--- config.mk ---
export PLATFORM = sky130hd
export DESIGN_NAME = serport
export DESIGN_NICKNAME = d
export VERILOG_FILES = /design/src/rtl/serport.sv
export SDC_FILE = /design/constraint.sdc
export NUM_CORES = 2
export LEC_CHECK = 0
export CAP_MARGIN = 15
export CORE_UTILIZATION = 64
export DETAILED_ROUTE_END_ITERATION = 12
export DONT_BUFFER_PORTS = 1
export MAX_ROUTING_LAYER = met4
export PLACE_DENSITY = 0.8
export SLEW_MARGIN = 20
export SYNTH_ARGS = -nofsm -noshare
export SYNTH_HDL_FRONTEND = slang
export SYNTH_SLANG_ARGS = --single-unit
--- constraint.sdc ---
create_clock -name clk -period 6.3 [get_ports clk]
set_clock_uncertainty 0.15 [all_clocks]
set_input_delay 0 -clock clk [delete_from_list [all_inputs] [get_ports clk]]
set_output_delay 0 -clock clk [all_outputs]
set_load 0.01 [all_outputs]
--- src/rtl/serport.sv ---
module serport #(
  parameter int NCH = 2
) (
  input  logic             clk,
  input  logic             rst_n,
  input  logic             cs_n,
  input  logic             sclk,
  input  logic [3:0]       sdio_i,
  input  logic             io_upd,
  output logic [3:0]       sdio_o,
  output logic [3:0]       sdio_oe,
  output logic [7:0]       csr_o,
  output logic [NCH*24-1:0] ch_cfr,
  output logic [NCH*32-1:0] ch_ftw,
  output logic [NCH*16-1:0] ch_pow,
  output logic [NCH*16-1:0] ch_rate,
  output logic [NCH*32-1:0] ch_rise,
  output logic [NCH*32-1:0] ch_fall
);
  localparam int NREG = 6;

  function automatic logic [5:0] reg_len(input logic [6:0] a);
    case (a)
      7'h03:                      reg_len = 6'd24;
      7'h04, 7'h08, 7'h09:        reg_len = 6'd32;
      7'h05, 7'h07:               reg_len = 6'd16;
      default:                    reg_len = 6'd8;
    endcase
  endfunction

  function automatic logic [2:0] reg_idx(input logic [6:0] a);
    case (a)
      7'h03:   reg_idx = 3'd0;
      7'h04:   reg_idx = 3'd1;
      7'h05:   reg_idx = 3'd2;
      7'h07:   reg_idx = 3'd3;
      7'h08:   reg_idx = 3'd4;
      7'h09:   reg_idx = 3'd5;
      default: reg_idx = 3'd7;
    endcase
  endfunction

  logic [6:0]  s1, s2;
  logic        sclk_q, upd_q;
  logic        in_data, rd;
  logic [5:0]  cnt;
  logic [6:0]  addr;
  logic [31:0] shr, osh;
  logic [3:0]  dout;
  logic [7:0]  csr;
  logic [31:0] bufr  [NCH][NREG];
  logic [31:0] actr  [NCH][NREG];
  logic [31:0] buf_n [NCH][NREG];

  wire        sel    = ~s2[0];
  wire [3:0]  lanes  = s2[5:2];
  wire        rise   = sel & s2[1] & ~sclk_q;
  wire        fall   = sel & ~s2[1] & sclk_q;
  wire        upd_e  = s2[6] & ~upd_q;
  wire [1:0]  mode   = csr[2:1];
  wire        lsb    = csr[0];
  wire [5:0]  k      = (mode == 2'b11) ? 6'd4 : (mode == 2'b10) ? 6'd2 : 6'd1;
  wire        resync = sel & lanes[3] & (mode != 2'b11);

  logic [31:0] shr_n, rv, osh_ld, osh_sh, wdata;
  logic [3:0]  chunk;
  logic [7:0]  ins_n;
  logic [5:0]  nb, nb_i;
  logic        chsel;

  always_comb begin
    case (mode)
      2'b11:   shr_n = lsb ? {lanes, shr[31:4]} : {shr[27:0], lanes};
      2'b10:   shr_n = lsb ? {lanes[1:0], shr[31:2]} : {shr[29:0], lanes[1:0]};
      default: shr_n = lsb ? {lanes[0], shr[31:1]} : {shr[30:0], lanes[0]};
    endcase
    case (mode)
      2'b11:   chunk = lsb ? osh[3:0] : osh[31:28];
      2'b10:   chunk = lsb ? {2'b00, osh[1:0]} : {2'b00, osh[31:30]};
      default: chunk = lsb ? {1'b0, osh[0], 1'b0, osh[0]} : {1'b0, osh[31], 1'b0, osh[31]};
    endcase
  end

  assign ins_n  = lsb ? shr_n[31:24] : shr_n[7:0];
  assign nb     = reg_len(addr);
  assign nb_i   = reg_len(ins_n[6:0]);
  assign wdata  = lsb ? (shr_n >> (6'd32 - nb)) : shr_n;
  assign osh_sh = lsb ? (osh >> k) : (osh << k);
  assign chsel  = (NCH > 1) && !csr[6];

  wire [5:0] cnt_n    = cnt + k;
  wire       ins_done = rise & ~resync & ~in_data & (cnt_n == 6'd8);
  wire       dat_done = rise & ~resync & in_data & (cnt_n == nb);
  wire       wr_fire  = dat_done & ~rd;
  wire [2:0] widx     = reg_idx(addr);
  wire [2:0] ridx     = reg_idx(ins_n[6:0]);

  always_comb begin
    if (ins_n[6:0] == 7'h00)       rv = {24'd0, csr};
    else if (ridx < 3'(NREG))      rv = actr[chsel ? NCH-1 : 0][ridx];
    else                           rv = 32'd0;
    osh_ld = lsb ? rv : (rv << (6'd32 - nb_i));
  end

  always_comb begin
    buf_n = bufr;
    if (wr_fire && widx < 3'(NREG))
      for (int c = 0; c < NCH; c++)
        if (csr[6+c]) buf_n[c][widx] = wdata;
  end

  always_ff @(posedge clk or negedge rst_n) begin
    if (!rst_n) begin
      s1 <= 7'b0000001; s2 <= 7'b0000001;
      sclk_q <= 1'b0; upd_q <= 1'b0;
    end else begin
      s1 <= {io_upd, sdio_i, sclk, cs_n};
      s2 <= s1;
      sclk_q <= s2[1];
      upd_q <= s2[6];
    end
  end

  always_ff @(posedge clk or negedge rst_n) begin
    if (!rst_n) begin
      in_data <= 1'b0; rd <= 1'b0; cnt <= '0; addr <= '0;
      shr <= '0; osh <= '0; dout <= '0;
    end else if (!sel || resync) begin
      in_data <= 1'b0; cnt <= '0; shr <= '0;
    end else if (rise) begin
      if (ins_done) begin
        in_data <= 1'b1; cnt <= '0; shr <= '0;
        rd <= ins_n[7]; addr <= ins_n[6:0]; dout <= '0;
        if (ins_n[7]) osh <= osh_ld;
      end else if (dat_done) begin
        in_data <= 1'b0; cnt <= '0; shr <= '0;
      end else begin
        cnt <= cnt_n; shr <= shr_n;
      end
    end else if (fall && in_data && rd) begin
      dout <= chunk;
      osh  <= osh_sh;
    end
  end

  always_ff @(posedge clk or negedge rst_n) begin
    if (!rst_n) begin
      csr <= 8'hC0;
      for (int c = 0; c < NCH; c++)
        for (int r = 0; r < NREG; r++) begin
          bufr[c][r] <= '0;
          actr[c][r] <= '0;
        end
    end else begin
      if (wr_fire && addr == 7'h00) csr <= wdata[7:0];
      bufr <= buf_n;
      if (upd_e) actr <= buf_n;
    end
  end

  logic [3:0] lane_mask;
  always_comb
    case (mode)
      2'b00:   lane_mask = 4'b0001;
      2'b01:   lane_mask = 4'b0100;
      2'b10:   lane_mask = 4'b0011;
      default: lane_mask = 4'b1111;
    endcase

  assign sdio_oe = (sel && in_data && rd) ? lane_mask : 4'b0000;
  assign sdio_o  = dout;
  assign csr_o   = csr;

  for (genvar c = 0; c < NCH; c++) begin : g_ch
    assign ch_cfr [c*24 +: 24] = actr[c][0][23:0];
    assign ch_ftw [c*32 +: 32] = actr[c][1];
    assign ch_pow [c*16 +: 16] = actr[c][2][15:0];
    assign ch_rate[c*16 +: 16] = actr[c][3][15:0];
    assign ch_rise[c*32 +: 32] = actr[c][4];
    assign ch_fall[c*32 +: 32] = actr[c][5];
  end
endmodule

# --- Yosys cells after proc, flatten, opt, wreduce, memory -nomap -nowiden ---
# Index checks and enable logic that the tools add are counted.
op_classes:
  n_addsub: 3
  order_cmp: 6
  n_eq_ne: 20
  shift: 4
  n_mux: 55
  n_bitwise: 24
  n_reduce_logical: 22
ops:
  columns: ["operator", "n"]
  rows:
  - ["two-way mux 192 bit", 5]
  - ["two-way mux 32 bit", 19]
  - ["bitwise mux 192 bit", 2]
  - ["two-way mux 384 bit", 1]
  - ["binary-select mux 32 bit (select 3 bit)", 1]
  - ["demux 32 bit (select 3 bit)", 1]
  - ["case mux 32 bit (2 select lines)", 1]
  - ["equality test 7 x 3 -> 1 bit, second input constant", 6]
  - ["case mux 3 bit (6 select lines)", 2]
  - ["case mux 6 bit (3 select lines)", 2]
  - ["greater-or-equal comparator 32 x 2 -> 1 bit, second input constant", 1]
  - ["NOT 1 -> 32 bit", 1]
  - ["left shift 32 x 3 -> 32 bit", 1]
  - ["left shift 32 x 6 -> 32 bit", 1]
  - [">> shifter 32 x 3 -> 32 bit", 1]
  - [">> shifter 32 x 6 -> 32 bit", 1]
  - ["equality test 7 x 4 -> 1 bit, second input constant", 4]
  - ["two-way mux 6 bit", 4]
  - ["two-way mux 4 bit", 5]
  - ["equality test 7 x 2 -> 1 bit, second input constant", 2]
  - ["zero test 7 bit", 2]
  - ["AND 1 bit", 13]
  - ["case mux 4 bit (3 select lines)", 1]
  - ["subtractor 6 bit, first input constant", 2]
  - ["27 further kinds", 55]
totals:
  ff_bits: 875
  out_inout_bits: 320

# --- Longest topological paths before layout ---
logic_depth:
  word_depth: 16
  mapped_depth: 21

# --- Worst setup path after synthesis ---
# Ideal clock, no wire load.
synth_timing:
  kind: "register to register"
  from: "reg csr[2] (netlist: csr_o[2])"
  to: "reg actr, in the netlist ch_fall[10]"
  setup_ns: 0.125
  arrival_ns: 4.733
  path_slack_ns: 1.292
  stages_incl_launch_ff: 21
  path_buffers: 7
  path_cell_list: "dfrtp_1 -> buf_2 -> clkinv_1 -> clkbuf_1 -> clkbuf_1 -> clkbuf_1 -> ha_1 -> fa_1 -> or3_1 -> nor2_1 -> nand2_1 -> nor2_1 -> or4b_4 -> or2_1 -> buf_2 -> or3_1 -> buf_4 -> buf_6 -> nand2_1 -> o21ai_2 -> mux2_2"
synth_lines:
  columns: ["item", "line", "source"]
  rows:
  - ["start: declaration", "50", "logic [7:0] csr;"]
  - ["start signal: assignment", "155", "if (wr_fire && addr == 7'h00) csr <= wdata[7:0];"]
  - ["end signal: assignment", "157", "if (upd_e) actr <= buf_n;"]
  - ["end: declaration", "52", "logic [31:0] actr [NCH][NREG];"]

# --- Worst setup path after layout ---
layout_timing:
  from: "reg csr[0] (netlist: csr_o[0])"
  to: "reg osh[9]"
layout_via:
  elab_chain_cells: 16
  elab_cells_between_ends: 33
  classes_between: "add/sub: 1; order compare: 1; eq/ne: 7; shift: 1; mux: 18; bitwise: 1; reduce/logical: 4"
layout_rtl:
  columns: ["item", "line", "source"]
  rows:
  - ["two-way mux 32 bit, on equally long branches", "75, 73, 74", null]
  - ["case mux 32 bit (2 select lines)", "72", "case (mode)"]
  - ["two-way mux 8 bit", "84", "assign ins_n = lsb ? shr_n[31:24] : shr_n[7:0];"]
  - ["equality test 7 x 4 -> 1 bit, or another cell as far along", "23, 32", null]
  - ["case mux 3 bit (6 select lines)", "32", "case (a)"]
  - ["NOT 3 -> 4 bit", "100", "else if (ridx < 3'(NREG)) rv = actr[chsel ? NCH-1 : 0][ridx];"]
  - ["binary-select mux 32 bit (select 3 bit)", "100", null]
  - ["two-way mux 32 bit (3 in series)", "100", null]
  - ["two-way mux 32 bit", "99", "if (ins_n[6:0] == 7'h00) rv = {24'd0, csr};"]
  - ["left shift 32 x 6 -> 32 bit", "102", "osh_ld = lsb ? rv : (rv << (6'd32 - nb_i));"]
  - ["two-way mux 32 bit", "102", null]
  - ["two-way mux 32 bit", "134", "if (ins_n[7]) osh <= osh_ld;"]
  - ["two-way mux 32 bit", "131", "if (ins_done) begin"]
  - ["two-way mux 32 bit", "130", "end else if (rise) begin"]
  - ["end signal: assignment", "134", null]
  - ["end signal: assignment", "142", "osh <= osh_sh;"]
  - ["end: declaration", "48", "logic [31:0] shr, osh;"]
# Parallel ways exist; a longest one is shown, timed or not. The select of a mux whose other input is x is not followed.
# A chain may end at the register's enable or synchronous reset.

==> impl_metrics.env <==
export IMPL_h_tree_depth=3
export IMPL_port_buffers=0
export IMPL_synth_edf_count=0
export IMPL_synth_top_area_frac=0.506
export IMPL_min_period_ps=5980
export IMPL_setup_violations=0
export IMPL_power_leakage_nw=20.0
export IMPL_cts_resized=0
export IMPL_finalWirelength_mm=137
export IMPL_grt_pass1_wl_mm=201
export IMPL_drc_errors=0
export IMPL_max_slew_margin_rel=0.244
export IMPL_use_met1=0.541
export IMPL_crit_fanout=58
export IMPL_required_ps=6660
export IMPL_final_cell_mix="dfrtp_1, nand2_1, mux2_2"
export IMPL_max_freq_ghz=0.167
export IMPL_clk_path_buf_depth=3
export IMPL_internal_power_mw=8.72
export IMPL_met2_usage=0.605
export IMPL_insertion_delay_ps=670
export IMPL_fp_dieH_um=262
export IMPL_multi_input_area_mm2=0.0174
export IMPL_hpwl_mm=92.5
export IMPL_yosysWarnings=0
export IMPL_core_mm2=0.0662
export IMPL_synth_nets=4000
export IMPL_num_vias=30837
export IMPL_grt_max_degree=876
export IMPL_peakVddDrop_v=0.000360
export IMPL_synth_ff_type="dfrtp_1"
export IMPL_cts_sinks=875
export IMPL_grt_antenna_before_repair=1
export IMPL_io_pins=329
export IMPL_fill_cells=4792
export IMPL_ys_ff_latch=875
export IMPL_fin_util=0.676
export IMPL_cp_end_kind="register"
export IMPL_power_frac_seq=0.500
export IMPL_clkTransAtPathRegs_ps=60
export IMPL_rsz0062_at_grt="false"
export IMPL_grt_ovfl_total=0
export IMPL_yosysTopAreaCell="dfrtp_1"
export IMPL_cp_arrival_ps=6340
export IMPL_finalPower_mw=11.3
export IMPL_syn_avg_cell_area_um2=10.8
export IMPL_final_nets=3629
export IMPL_hold_viol_final=0
export IMPL_pwr_share_comb=0.033
export IMPL_use_met3=0.103
export IMPL_grt_pass1_vias=29907
export IMPL_grtUsageTotal=0.413
export IMPL_die_area_mm2=0.0684
export IMPL_switchingPower_mw=2.54
export IMPL_layout_commonest_cell="dfrtp_1"
export IMPL_syn_inst=3986
export IMPL_post_cts_setup_buffers=0
export IMPL_finalCritPeriodShare=0.949
export IMPL_register_area_mm2=0.0219
export IMPL_switching_share=0.226
export IMPL_synth_area_top_cells="dfrtp_1, mux2_2, buf_4"
export IMPL_final_layout_size_suffix_gt1_frac=0.240
export IMPL_viasPerCell=6.78
export IMPL_worstHoldPathType="register to register"
export IMPL_maxSlewViolCount=0
export IMPL_final_antenna_net_count=0
export IMPL_yosysSeqAreaShare=0.508
export IMPL_area_delta_synth_final_pct=3.86
export IMPL_async_flop_share=1.00
export IMPL_top_usage_layer="met2"
export IMPL_place_congestion=1.07
export IMPL_cts_buffers=87
export IMPL_status="finished, final reports clean"
export IMPL_power_density_mw_per_mm2=252
export IMPL_drt_initial_drc_count=3516
export IMPL_initial_core_util=0.651
export IMPL_pwr_share_clk=0.467
export IMPL_clock_root_buffer="clkbuf_16"
export IMPL_dr_pass1_iters=9
export IMPL_cap_viol_max_count=0
export IMPL_worst_pin_slew_ps=1120
export IMPL_ys_types=97
export IMPL_setup_tns_final_ps=0
export IMPL_netlist_area_mm2=0.0431
export IMPL_path_class="register to register"
export IMPL_start_kind="register"
export IMPL_rows=94
export IMPL_die_w_um=262
export IMPL_routedWlPerCell_um=30.0
export IMPL_cts_tree="done"
stage by stage:
step	hold WS [ps]	setup slack, ps	std cells	cell area [um^2]
after floorplan	-446	1290	3986	43100
after global placement	-428	512	4367	41500
after detailed placement	-410	473	4367	41500
after CTS	-1070	525	4535	44600
after global routing	209	291	4545	44800
final	201	324	4547	44800
power groups by stage:
stage | registers (mW) | logic, mW | clock network (mW)
floorplan | 5.73 | 0.158 | 0
global placement | 5.74 | 0.238 | 0
detailed placement | 5.74 | 0.236 | 0
CTS | 5.64 | 0.243 | 5.28
global route | 5.63 | 0.398 | 5.49
finish | 5.64 | 0.370 | 5.26
area by class of cell:
cell class,instances,share of cell area
diodes,3,0.000168
clock buffers,133,0.0581
clock inverters,21,0.00718
inverters,20,0.00171
multi-input cells,2487,0.389
flip-flops and latches,875,0.490
well taps,864,0.0242
repair buffers,144,0.0304
worst max-delay path, cell delays in order, from the launching register on:
cell and delay [ps]:
dfrtp_4 880, buf_4 350, mux2i_1 280, a32o_1 400, nor3_1 120, o21ai_1 420
o2bb2ai_1 270, nor2_2 890, buf_4 400, mux2i_1 420, o22a_1 290, nand3_1 150
a311oi_1 700, nor3_1 100
cell families (layout without fill, tap and decap cells):
group / Yosys count / in the layout / synth area share
AND/OR/NAND/NOR: 920 / 920 / 0.0926
flip-flops: 875 / 875 / 0.508
multiplexers: 573 / 573 / 0.160
AO/OA/AOI/OAI: 978 / 978 / 0.144
adder cells (fa/ha/maj): 6 / 6 / 0.00189
buffers and inverters: 624 / 318 / 0.0907
other: 0 / 3 / 0
XOR/XNOR: 10 / 10 / 0.00247
per-layer routing:
layer / share of wire / vias up
met5: 0 / -
met4: 0.054 / 0
met3: 0.10 / 419
met2: 0.45 / 1684
met1: 0.39 / 15624
li1: - / 13110
Yosys cell counts, types with 23 or more instances:
library cell,n
a211oi_1,36
a21oi_1,159
a31oi_1,24
buf_1,23
buf_2,50
buf_4,316
buf_6,42
clkbuf_1,172
dfrtp_1,871
mux2_2,409
mux2i_1,111
mux4_2,53
nand2_1,569
nand3_1,45
nor2_1,133
nor2b_1,34
nor3_1,30
o211ai_1,24
o21ai_0,191
o21ai_1,229
o21ai_2,99
final timing paths:
check                                      from  depth (start not counted)                     end  slack, ps
min reg2reg                     s1[6]$_DFF_PN0_                          0         s2[6]$_DFF_PN0_        200
min                             s1[6]$_DFF_PN0_                          0         s2[6]$_DFF_PN0_        200
min in group asynchronous                 rst_n                          4     bufr[193]$_DFF_PN0_        340
max in group asynchronous                 rst_n                          6  ch_pow[31]$_DFFE_PN0P_       3230
max reg2reg                csr_o[0]$_DFFE_PN0P_                         13      osh[9]$_DFFE_PN0P_        320
max                        csr_o[0]$_DFFE_PN0P_                         13      osh[9]$_DFFE_PN0P_        320
state kept, by name, indices dropped and copies added, names as in the netlist, 8 cells and up:
signal / cells
ch_rate: 32
ch_rise: 64
csr_o: 8
ch_pow: 32
ch_ftw: 64
shr: 32
actr: 80
ch_fall: 64
bufr: 384
osh: 32
ch_cfr: 48
repair_timing:
item                                    4_1_cts  5_1_grt
endpoints found under the setup margin        0        0
endpoints found under the hold margin       882      322
hold buffers                                 14        4
Note: power is estimated with default switching activity, not from simulation.
